$ cat src/rtl/crc16_pkg.sv
package crc16_pkg;
  localparam int unsigned CRC_W  = 16;
  localparam int unsigned BYTE_W = 8;
  typedef logic [CRC_W-1:0] crc_t;

  function automatic crc_t preset_value(input logic [1:0] sel);
    case (sel)
      2'b00:   return 16'h0000;
      2'b01:   return 16'h6363;
      2'b10:   return 16'hA671;
      default: return 16'hFFFF;
    endcase
  endfunction

  function automatic crc_t reflect(input crc_t v);
    crc_t r;
    for (int i = 0; i < int'(CRC_W); i++) r[i] = v[CRC_W-1-i];
    return r;
  endfunction
endpackage

$ cat src/rtl/crc16_preset.sv
module crc16_preset
  import crc16_pkg::*;
(
  input  logic [1:0] sel_i,
  output crc_t       value_o
);
  assign value_o = preset_value(sel_i);
endmodule

$ cat src/rtl/crc16_byte_step.sv
module crc16_byte_step #(
  parameter int unsigned          DATA_W    = 8,
  parameter int unsigned          CRC_W     = 16,
  parameter logic [CRC_W-1:0]     POLY      = 16'h1021,
  parameter bit                   LSB_FIRST = 1'b1
) (
  input  logic [CRC_W-1:0]  crc_i,
  input  logic [DATA_W-1:0] data_i,
  output logic [CRC_W-1:0]  crc_o
);
  localparam logic [CRC_W-1:0] POLY_REFL = crc16_pkg::reflect(POLY);

  logic [CRC_W-1:0] stage [DATA_W+1];
  assign stage[0] = crc_i;

  for (genvar g = 0; g < DATA_W; g++) begin : g_bit
    logic fb;
    if (LSB_FIRST) begin : g_lsb
      assign fb           = stage[g][0] ^ data_i[g];
      assign stage[g+1]   = (stage[g] >> 1) ^ (fb ? POLY_REFL : '0);
    end else begin : g_msb
      assign fb           = stage[g][CRC_W-1] ^ data_i[DATA_W-1-g];
      assign stage[g+1]   = (stage[g] << 1) ^ (fb ? POLY : '0);
    end
  end

  assign crc_o = stage[DATA_W];
endmodule

$ cat src/rtl/crc16_ctrl.sv
module crc16_ctrl (
  input  logic clk_i,
  input  logic rst_ni,
  input  logic start_i,
  input  logic valid_i,
  input  logic done_i,
  output logic accept_o,
  output logic ready_o
);
  logic ready_q;

  always_ff @(posedge clk_i or negedge rst_ni) begin
    if (!rst_ni)      ready_q <= 1'b0;
    else if (start_i) ready_q <= 1'b0;
    else if (done_i)  ready_q <= 1'b1;
  end

  // start wins; bytes after done are dropped
  assign accept_o = valid_i & ~ready_q & ~start_i;
  assign ready_o  = ready_q;
endmodule

$ cat src/rtl/crc16_coproc.sv
module crc16_coproc
  import crc16_pkg::*;
#(
  parameter logic [CRC_W-1:0] POLY      = 16'h1021,
  parameter bit               LSB_FIRST = 1'b1
) (
  input  logic              clk_i,
  input  logic              rst_ni,
  input  logic              start_i,
  input  logic [1:0]        preset_sel_i,
  input  logic [BYTE_W-1:0] data_i,
  input  logic              valid_i,
  input  logic              done_i,
  output logic [CRC_W/2-1:0] crc_hi_o,
  output logic [CRC_W/2-1:0] crc_lo_o,
  output logic              ready_o,
  output logic              ok_o
);
  localparam int unsigned HALF_W = CRC_W / 2;

  crc_t rem_q, preset_w, next_w;
  logic accept_w;

  crc16_preset u_preset (
    .sel_i   (preset_sel_i),
    .value_o (preset_w)
  );

  crc16_byte_step #(
    .DATA_W    (BYTE_W),
    .CRC_W     (CRC_W),
    .POLY      (POLY),
    .LSB_FIRST (LSB_FIRST)
  ) u_step (
    .crc_i  (rem_q),
    .data_i (data_i),
    .crc_o  (next_w)
  );

  crc16_ctrl u_ctrl (
    .clk_i    (clk_i),
    .rst_ni   (rst_ni),
    .start_i  (start_i),
    .valid_i  (valid_i),
    .done_i   (done_i),
    .accept_o (accept_w),
    .ready_o  (ready_o)
  );

  always_ff @(posedge clk_i or negedge rst_ni) begin
    if (!rst_ni)       rem_q <= '0;
    else if (start_i)  rem_q <= preset_w;
    else if (accept_w) rem_q <= next_w;
  end

  assign crc_hi_o = rem_q[CRC_W-1 -: HALF_W];
  assign crc_lo_o = rem_q[HALF_W-1:0];
  assign ok_o     = ready_o & ~|rem_q;
endmodule

$ cat config.mk
export PLATFORM = sky130hd
export DESIGN_NAME = crc16_coproc
export DESIGN_NICKNAME = d
export VERILOG_FILES = /design/src/rtl/crc16_pkg.sv /design/src/rtl/crc16_preset.sv /design/src/rtl/crc16_byte_step.sv /design/src/rtl/crc16_ctrl.sv /design/src/rtl/crc16_coproc.sv
export SDC_FILE = /design/constraint.sdc
export NUM_CORES = 1
export LEC_CHECK = 0
export BUFFER_PORTS_ARGS = -buffer_cell sky130_fd_sc_hd__buf_2
export CAP_MARGIN = 20
export CORE_UTILIZATION = 48
export CTS_CLUSTER_DIAMETER = 120
export DETAILED_ROUTE_END_ITERATION = 12
export PLACE_DENSITY_LB_ADDON = 0.12
export SKIP_LAST_GASP = 1
export SYNTH_ARGS = -nofsm -noshare
export SYNTH_HDL_FRONTEND = slang
export SYNTH_HIERARCHICAL = 1
export SYNTH_SLANG_ARGS = --single-unit
$ cat constraint.sdc
create_clock -name clk_i -period 1.5 [get_ports clk_i]
set_clock_uncertainty 0.2 [all_clocks]
set_input_delay 0.45 -clock clk_i [delete_from_list [all_inputs] [get_ports clk_i]]
set_output_delay 0.45 -clock clk_i [all_outputs]
set_load 0.1 [all_outputs]
# Word-level counts from Yosys, hierarchy flattened
# Index checks and enable logic that the tools add are counted.
# classes
n_addsub	0
n_mul	0
div_mod_pow	0
order_cmp	0
n_eq_ne	2
n_shift	0
n_mux	13
n_bitwise	21
n_reduce_logical	5
# op_table
cell	count
2-to-1 mux 16 bit	10
bitwise XOR 15 x 16 -> 16 bit	8
case mux 16 bit (3 select lines)	1
OR reduction 16 bit	1
bitwise XOR 1 bit	8
nonzero test 2 bit	2
AND 1 bit	3
equality test 2 x 1 -> 1 bit, second input constant	1
equality test 2 bit, second input constant	1
logical NOT 2 bit	1
2-to-1 mux 1 bit	2
NOT 1 bit	2
logical NOT 1 bit	1
# word_totals
reg_bits	17
latchBits	0
ram_bits	0
rom_bits	0
input_bits	15
output_inout_bits	18
word_cells	43
memories	0

# Depth between registers and ports, before layout
# Gate-level depths: netlist of run 1.
# logic_depth
word_depth	26
depth_mapped	5
mapped_depth_nobuf	4

# Hierarchy
# Netlist of run 1, hierarchy kept.
# by_module_without_submodules
mod	n_inst	cells_per_inst	area_each_um2	seq_area_each_um2
crc16_coproc	1	75	808.3	400.4
crc16_byte_step	1	29	409.1	0.0
crc16_preset	1	16	111.4	0.0
crc16_ctrl	1	3	47.5	25.0

# Worst setup path before layout of run 1
# OpenSTA, ideal clock, no wires.
# synth_timing
path_type	register -> output
start	register u_ctrl.ready_q, in the netlist u_ctrl/ready_o
end	output port ok_o
arrival_ns	3.039
t_required_ns	0.850
slack_ns	-2.189
stages_incl_launch_ff	4
path_buffers	0
cell_sequence	dfrtp_1 > nor4b_2 > nand4_1 > nor4_2
# synth_via
elab_chain_cells	1
# synth_rtl
element	line	source
from (decl)	crc16_ctrl.sv:10	logic ready_q;
from (signal assigned)	crc16_ctrl.sv:13	if (!rst_ni) ready_q <= 1'b0;
from (signal assigned)	crc16_ctrl.sv:14	else if (start_i) ready_q <= 1'b0;
from (signal assigned)	crc16_ctrl.sv:15	else if (done_i) ready_q <= 1'b1;
AND 1 bit	crc16_coproc.sv:58	assign ok_o = ready_o & ~|rem_q;
to (decl)	crc16_coproc.sv:17	output logic ok_o
# Every way passes these cells.

# Worst setup path in the final report of run 1
# layout_timing
start	register rem_q[2]
end	output port ok_o
# layout_via
elab_chain_cells	3
# layout_rtl
element	line	source
from (decl)	crc16_coproc.sv:21	crc_t rem_q, preset_w, next_w;
from (signal assigned)	crc16_coproc.sv:52	else if (start_i) rem_q <= preset_w;
from (signal assigned)	crc16_coproc.sv:53	else if (accept_w) rem_q <= next_w;
OR reduction 16 bit	crc16_coproc.sv:58	
logical NOT 1 bit	crc16_coproc.sv:58	
AND 1 bit	crc16_coproc.sv:58	
# Every way passes these cells.

==> results of run 1 <==
==> sequential cells by signal, indices dropped and copies added (netlist names) <==
signal / count
rem_q: 16
u_ctrl/ready_o: 1
==> through the flow <==
step,setup TNS (ps),instances,util (%)
2_1_floorplan,-4870,123,-
3_3_place_gp,-4000,190,73.2
3_5_place_dp,-4440,190,73.2
4_1_cts,-9790,203,82.5
5_1_grt,-11460,208,84.6
6_report,-10290,208,84.6
==> cell usage after synthesis (all sizes together) (3+ instances only) <==
| cell | number |
|---|---|
| xor3 | 6 |
| buf | 21 |
| o21ai | 16 |
| xnor2 | 10 |
| nand2 | 16 |
| clkbuf | 3 |
| dfrtp | 17 |
| mux2i | 16 |
| xor2 | 5 |
| xnor3 | 3 |
| nor4 | 3 |
==> routing by layer <==
layer / track usage, % / up-vias / wire [um]
met5: 0 / - / 0
met4: 9.29 / 0 / 42
met3: 2.81 / 3 / 122
met2: 47.3 / 28 / 2110
met1: 32.7 / 555 / 1550
li1: - / 507 / -
==> cell type report <==
cell class / count / share of cell area (%)
clock buffers: 4 / 1.14
flip-flops and latches: 17 / 20.5
repair buffers: 74 / 36.4
multi-input cells: 82 / 40.3
well taps: 31 / 1.68
==> logic make-up (layout without fill, tap and decap cells) <==
family	Yosys count	in the layout	share of synthesized area [%]
mux	16	16	11.6
buf+inv	24	78	13.1
flops	17	17	30.9
compound gates	17	17	6.55
xor+xnor	24	24	27.0
simple gates	25	25	10.8
==> power groups by stage <==
| stage | combinational, mW | sequential [mW] | clock [mW] |
|---|---|---|---|
| 2_1_floorplan | 0.602 | 1.10 | 0 |
| 3_3_place_gp | 1.56 | 0.601 | 0 |
| 3_5_place_dp | 1.58 | 0.608 | 0 |
| 4_1_cts | 1.73 | 0.617 | 0.255 |
| 5_1_grt | 1.88 | 0.627 | 0.282 |
| 6_report | 1.81 | 0.622 | 0.266 |
==> worst reg2reg max path, cell delays in order (launching register included) <==
cell	delay, ps
dfrtp_4	500
buf_6	150
xor2_4	190
xnor3_1	450
mux2i_1	210
o21ai_1	100
==> placed cells by master, fill, tap and decap left out, types with 3 or more instances in the layout <==
master and instances:
buf_6 23, xnor2_4 7, xnor2_1 3, buf_2 14
clkbuf_4 3, xor3_1 6, o21ai_1 15, buf_12 18
mux2i_1 16, xnor3_1 3, dfrtp_2 6, nor4_4 3
dfrtp_4 11, xor2_1 3, nand2_1 16, buf_4 17
==> timing repair <==
action,in CTS,in global routing
hold buffers,1,0
gates cloned,1,0
buffers inserted,8,15
setup endpoints to repair,34,34
pin swaps,15,8
hold endpoints to repair,17,0
gates resized for setup,33,14
==> final timing paths <==
| check | start | end | slack [ps] | cells past startpoint |
|---|---|---|---|---|
| max reg2reg | rem_q[3] | rem_q[3] | -420 | 5 |
| min | done_i | u_ctrl/ready_o | 150 | 2 |
| max | rem_q[2] | ok_o | -910 | 4 |
| min in group asynchronous | rst_ni | u_ctrl/ready_o | 390 | 2 |
| max in group asynchronous | rst_ni | rem_q[6] | 390 | 2 |
| min reg2reg | u_ctrl/ready_o | u_ctrl/ready_o | 490 | 2 |
==> metrics.md, run 1 <==
| Metric | Value |
|---|---|
| Status | `complete, but fails checks` |
| Failing checks | `setup timing` |
| CTS sink count | `17` |
| Area growth syn-to-layout | `68.0%` |
| Vias in the first global route | `1222` |
| Part of the power in registers | `23.0%` |
| I/O pins | `33` |
| Cell Chain, Critical Path | `nor4_4, nand4_1, nor4_4, buf_12` |
| Sw power | `1.16 mW` |
| Vias/cell | `5.25` |
| Placement Rows | `19` |
| Fin. Hold Viols | `0` |
| Yosys warnings | `6` |
| Via Count | `1093` |
| Post-synth ARST share | `100%` |
| CTS tree | `done` |
| Register area | `474 sq um` |
| HPWL reported at the end of detailed placement | `2.47 mm` |
| Core Footprint | `2730 sq um` |
| Syn_area_per_cell | `11.2 sq um` |
| WP data arrival | `1760 ps` |
| Max cap viols | `0` |
| Number of flops mapped to enable cells by yosys | `0` |
| Sequential share of the synthesized area | `30.9%` |
| H-tree lvl count | `1` |
| Endpoint required time on the critical path | `850 ps` |
| First-pass GRT wire length | `6.08 mm` |
| Slowest cell on the critical path | `dfrtp_4` |
| # fillers | `137` |
| Yosys top cell by area | `dfrtp_1` |
| Int Power | `1.55 mW` |
| Final Cycle Share | `161%` |
| Clock root cell | `clkbuf_4` |
| Delay-heaviest family, CP | `simple AND/OR/NAND/NOR gates` |
| Drt first pass iters | `4` |
| Gpl congestion | `0.831` |
| Clk Latency, worst-skew pair | `310 ps` |
| Clk pin slew, worst setup/hold paths | `100 ps` |
| Post-synth top area share | `30.9%` |
| # diodes | `0` |
| Post-route minimum period | `2410 ps` |
| Crit. End Element | `primary output` |
| Final Hold Slack | `153 ps` |
| Crit Path Max Fanout | `2` |
| Routed Antenna Nets | `0` |
| Syn Std Cell Area | `1380 sq um` |
| Fin nets | `193` |
| Pwr dens | `1170 nW/um^2` |
| Number of synthesized register bits | `17` |
| Die area | `3090 sq um` |
| WL/cell | `18.4 um` |
| Total power | `2.70 mW` |
| CP dominant cell by count | `nor4_4` |
| Largest net degree at the start of global routing | `34` |
| Synth cell types | `24` |
| Combinational Power Share | `67.1%` |
| Share of cells above drive strength 1 | `61.0%` |
| Switch share | `42.8%` |
| Critical Path Source Type | `register` |
| Dpl ws | `-595 ps` |
| Initial antenna violation count | `0` |
| Max Freq | `415 MHz` |
| Slew Limit Fails | `0` |
| CP bufs+invs | `1` |
| Static Leak | `1.02 nW` |
| Worst ir drop on vdd | `1170 uV` |
| Clk pwr share | `9.8%` |
| Crit-path max cell delay | `510 ps` |
| Final WL | `3.83 mm` |
| Iter 0 DRT Violations | `34` |
| Die Height | `55.5 um` |
| TritonCTS Buffers | `3` |
| Measured slew at the worst slew-check pin | `398 ps` |
| Min-Delay Path Class | `input port to register` |
| Initial Utilization | `50.3%` |
| Final instance area | `2310 sq um` |
| Mapped Cells | `123` |
| Relative slew slack | `73.4%` |
| Multi-input logic area | `931 sq um` |
| Syn Nets | `138` |
| Top_reg_cell synth | `dfrtp_1` |
| DIE WIDTH | `55.5 um` |
| Overall Global Routing Usage | `26.3%` |
| # port buffers | `32` |
| Unrepaired setup endpoints after global routing | `true` |
| CTS Buffer Depth | `2` |
| Total grt overflow | `0` |
| DRC viols | `0` |
| Fin worst setup slack | `-908 ps` |
| Main area contributors after synthesis | `dfrtp_1 (31%), mux2i_1 (12%), xor3_1 (10%)` |
| Setup violators final | `34` |
| Setup CP Type | `register to primary output` |
| Placed cell areas | `2000 sq um` |
(Power assumes the default switching activity.)
==> run 2: changes to the inputs <==
CTS_BUF_LIST = sky130_fd_sc_hd__clkbuf_16   (was not set)
CTS_CLUSTER_SIZE = 28   (was not set)
==> run 2 against run 1 <==
Net effect:
- the run still ends with setup timing left
- global-route usage increased by 0.074 points
- sequential share of layout area is 0.62 points lower
- non-clock buffer count shrank 2
- worst setup slack improved by 130 ps
- routed wire length grew 7.2%
- sequential power about the same
- final area up 3.1%
- clock-buffer cell count down 1
- maximum frequency is 5.7% higher
- via count up 1.4%
- critical path depth did not move
==> metrics.md, run 2 (synthesis results as in run 1) <==
| Metric | Value |
|---|---|
| Via Count | `1108 (+1.4%)` |
| Max Freq | `439 MHz (+5.7%)` |
| Cells after DPL | `190 (unchanged)` |
| Initial antenna violation count | `0 (unchanged)` |
| Clk pwr share | `17.8% (+8.0 points)` |
| Worst ir drop on vdd | `1180 uV (+0.70%)` |
| Slowest cell on the critical path | `dfrtp_4` |
| Critical Path Source Type | `register` |
| WP data arrival | `1630 ps (-130 ps)` |
| Dpl ws | `-595 ps (unchanged)` |
| Failing checks | `setup timing` |
| Crit-path max cell delay | `480 ps (-30 ps)` |
| Measured slew at the worst slew-check pin | `393 ps (-5.84 ps)` |
| # diodes | `0 (unchanged)` |
| Relative slew slack | `73.8% (+0.39 points)` |
| Hold Path Depth | `2 (unchanged)` |
| H-tree lvl count | `1 (unchanged)` |
| Cell Chain, Critical Path | `nor4b_2, nand4_1, nor4_4, buf_12` |
| Crit. End Element | `primary output` |
| Static Leak | `1.06 nW (+3.3%)` |
| Max cap viols | `0 (unchanged)` |
| CTS tree | `done` |
| WL/cell | `19.9 um (+8.3%)` |
| Finished Layout Cells | `206 (-0.96%)` |
| Gpl congestion | `0.831 (unchanged)` |
| Pwr dens | `1260 nW/um^2 (+7.4%)` |
| Die Height | `55.5 um (unchanged)` |
| Clk pin slew, worst setup/hold paths | `50 ps (-50 ps)` |
| Unrepaired setup endpoints after global routing | `true` |
| Iter 0 DRT Violations | `25 (-26%)` |
| Drt first pass iters | `4 (unchanged)` |
| Total grt overflow | `0 (unchanged)` |
| HPWL reported at the end of detailed placement | `2.47 mm (unchanged)` |
| Vias/cell | `5.38 (+2.4%)` |
| Initial Utilization | `50.3% (unchanged)` |
| Part of the power in registers | `20.8% (-2.2 points)` |
| CTS sink count | `17 (unchanged)` |
| Die area | `3090 sq um (unchanged)` |
| Sw power | `1.19 mW (+2.7%)` |
| Max reg flops | `16 (unchanged)` |
| Share of cells above drive strength 1 | `61.7% (+0.70 points)` |
| Setup CP Type | `register to primary output` |
| I/O pins | `33 (unchanged)` |
| Post-route minimum period | `2280 ps (-130 ps)` |
| Setup violators final | `34 (unchanged)` |
| Commonest non-fill, non-tap cell in the layout | `buf_6` |
| Combinational Power Share | `61.4% (-5.7 points)` |
| CTS Buffer Depth | `2 (unchanged)` |
| Crit Path Max Fanout | `2 (unchanged)` |
| Int Power | `1.81 mW (+17%)` |
| Routed Antenna Nets | `0 (unchanged)` |
| Most frequent cells in the layout | `buf_6 (26), buf_12 (19), nand2_1 (16), o21ai_1 (16), mux2i_1 (15)` |
| Vias in the first global route | `1228 (+0.49%)` |
| Fin worst setup slack | `-777 ps (+130 ps)` |
| Final Hold Slack | `270 ps (+117 ps)` |
| Clk Latency, worst-skew pair | `250 ps (-60 ps)` |
| First-pass GRT wire length | `6.02 mm (-0.90%)` |
| Slew Limit Fails | `0 (unchanged)` |
| Biggest register | `rem_q` |
| Endpoint required time on the critical path | `850 ps (about the same)` |
| Total power | `3.00 mW (+11%)` |
| Status | `complete, but fails checks` |
| Placement Rows | `19 (unchanged)` |
| Core Footprint | `2730 sq um (unchanged)` |
| DRC viols | `0 (unchanged)` |
| Clock root cell | `clkbuf_16` |
| Fin nets | `191 (-1.0%)` |
| Overall Global Routing Usage | `26.4% (+0.074 points)` |
| Largest net degree at the start of global routing | `34 (unchanged)` |
| Switch share | `39.6% (-3.1 points)` |
| Final WL | `4.10 mm (+7.2%)` |
| Min-Delay Path Class | `input port to register` |
| Worst R2R Path Depth | `6 (+1)` |
| # port buffers | `32 (unchanged)` |
| Fin. Hold Viols | `0 (unchanged)` |
| TritonCTS Buffers | `3 (unchanged)` |
| DIE WIDTH | `55.5 um (unchanged)` |
| Final Cycle Share | `152% (-8.7 points)` |
| Area growth syn-to-layout | `73.3%` |
==> run 2: final cells by class <==
cell class	count	area, sq um
Multi-Input combinational cell	82	942
Timing Repair Buffer	72	851
Sequential cell	17	474
Fill cell	117	349
Clock buffer	3	75.1
Tap cell	31	38.8
Clock inverter	1	3.75
==> run 2: routing by layer <==
| metal | wire length, um | vias up | track usage, % |
|---|---|---|---|
| li1 | - | 507 | - |
| met1 | 1650 | 547 | 32.1 |
| met2 | 2170 | 39 | 46.8 |
| met3 | 133 | 15 | 3.04 |
| met4 | 151 | 0 | 11.8 |
| met5 | 0 | - | 0 |
==> run 2: power by group through the flow <==
stage / Sequential, mW / Combinational (mW) / Clock (mW)
2_1_floorplan: 1.10 / 0.602 / 0
3_3_place_gp: 0.601 / 1.56 / 0
3_5_place_dp: 0.608 / 1.58 / 0
4_1_cts: 0.620 / 1.72 / 0.534
5_1_grt: 0.629 / 1.91 / 0.561
6_report: 0.623 / 1.84 / 0.534
==> run 2: worst paths after layout <==
check	startpoint	to	slack, ps
setup / recovery	rem_q[9]	ok_o	-780
hold / removal	done_i	u_ctrl/ready_o	270
setup reg to reg	rem_q[0]	rem_q[0]	-360
hold reg to reg	rem_q[11]	rem_q[11]	570
max in group asynchronous	rst_ni	rem_q[3]	320
min in group asynchronous	rst_ni	rem_q[8]	470
==> run 2: repair_timing <==
item	4_1_cts	5_1_grt
endpoints found under the setup margin	34	34
endpoints found under the hold margin	17	0
pin swaps	13	14
cloned	1	0
setup buffers	6	14
resized for setup	36	15
hold buffers	1	0
==> run 2: metrics by stage <==
step	setup TNS (ps)	utilization, %	cell area, sq um
global placement	-4000	73.2	2000
global route	-9880	87.2	2380
finish	-8540	87.2	2380
CTS	-8290	83.8	2290
detailed placement	-4440	73.2	2000
floorplan	-4870	-	1500
==> run 2: worst max-delay path: cells and delay by family, from the launching register on <==
family	cells	cell delay (ps)
AND/OR/NAND/NOR	3	680
flip-flops	1	480
buffers and inverters	1	210
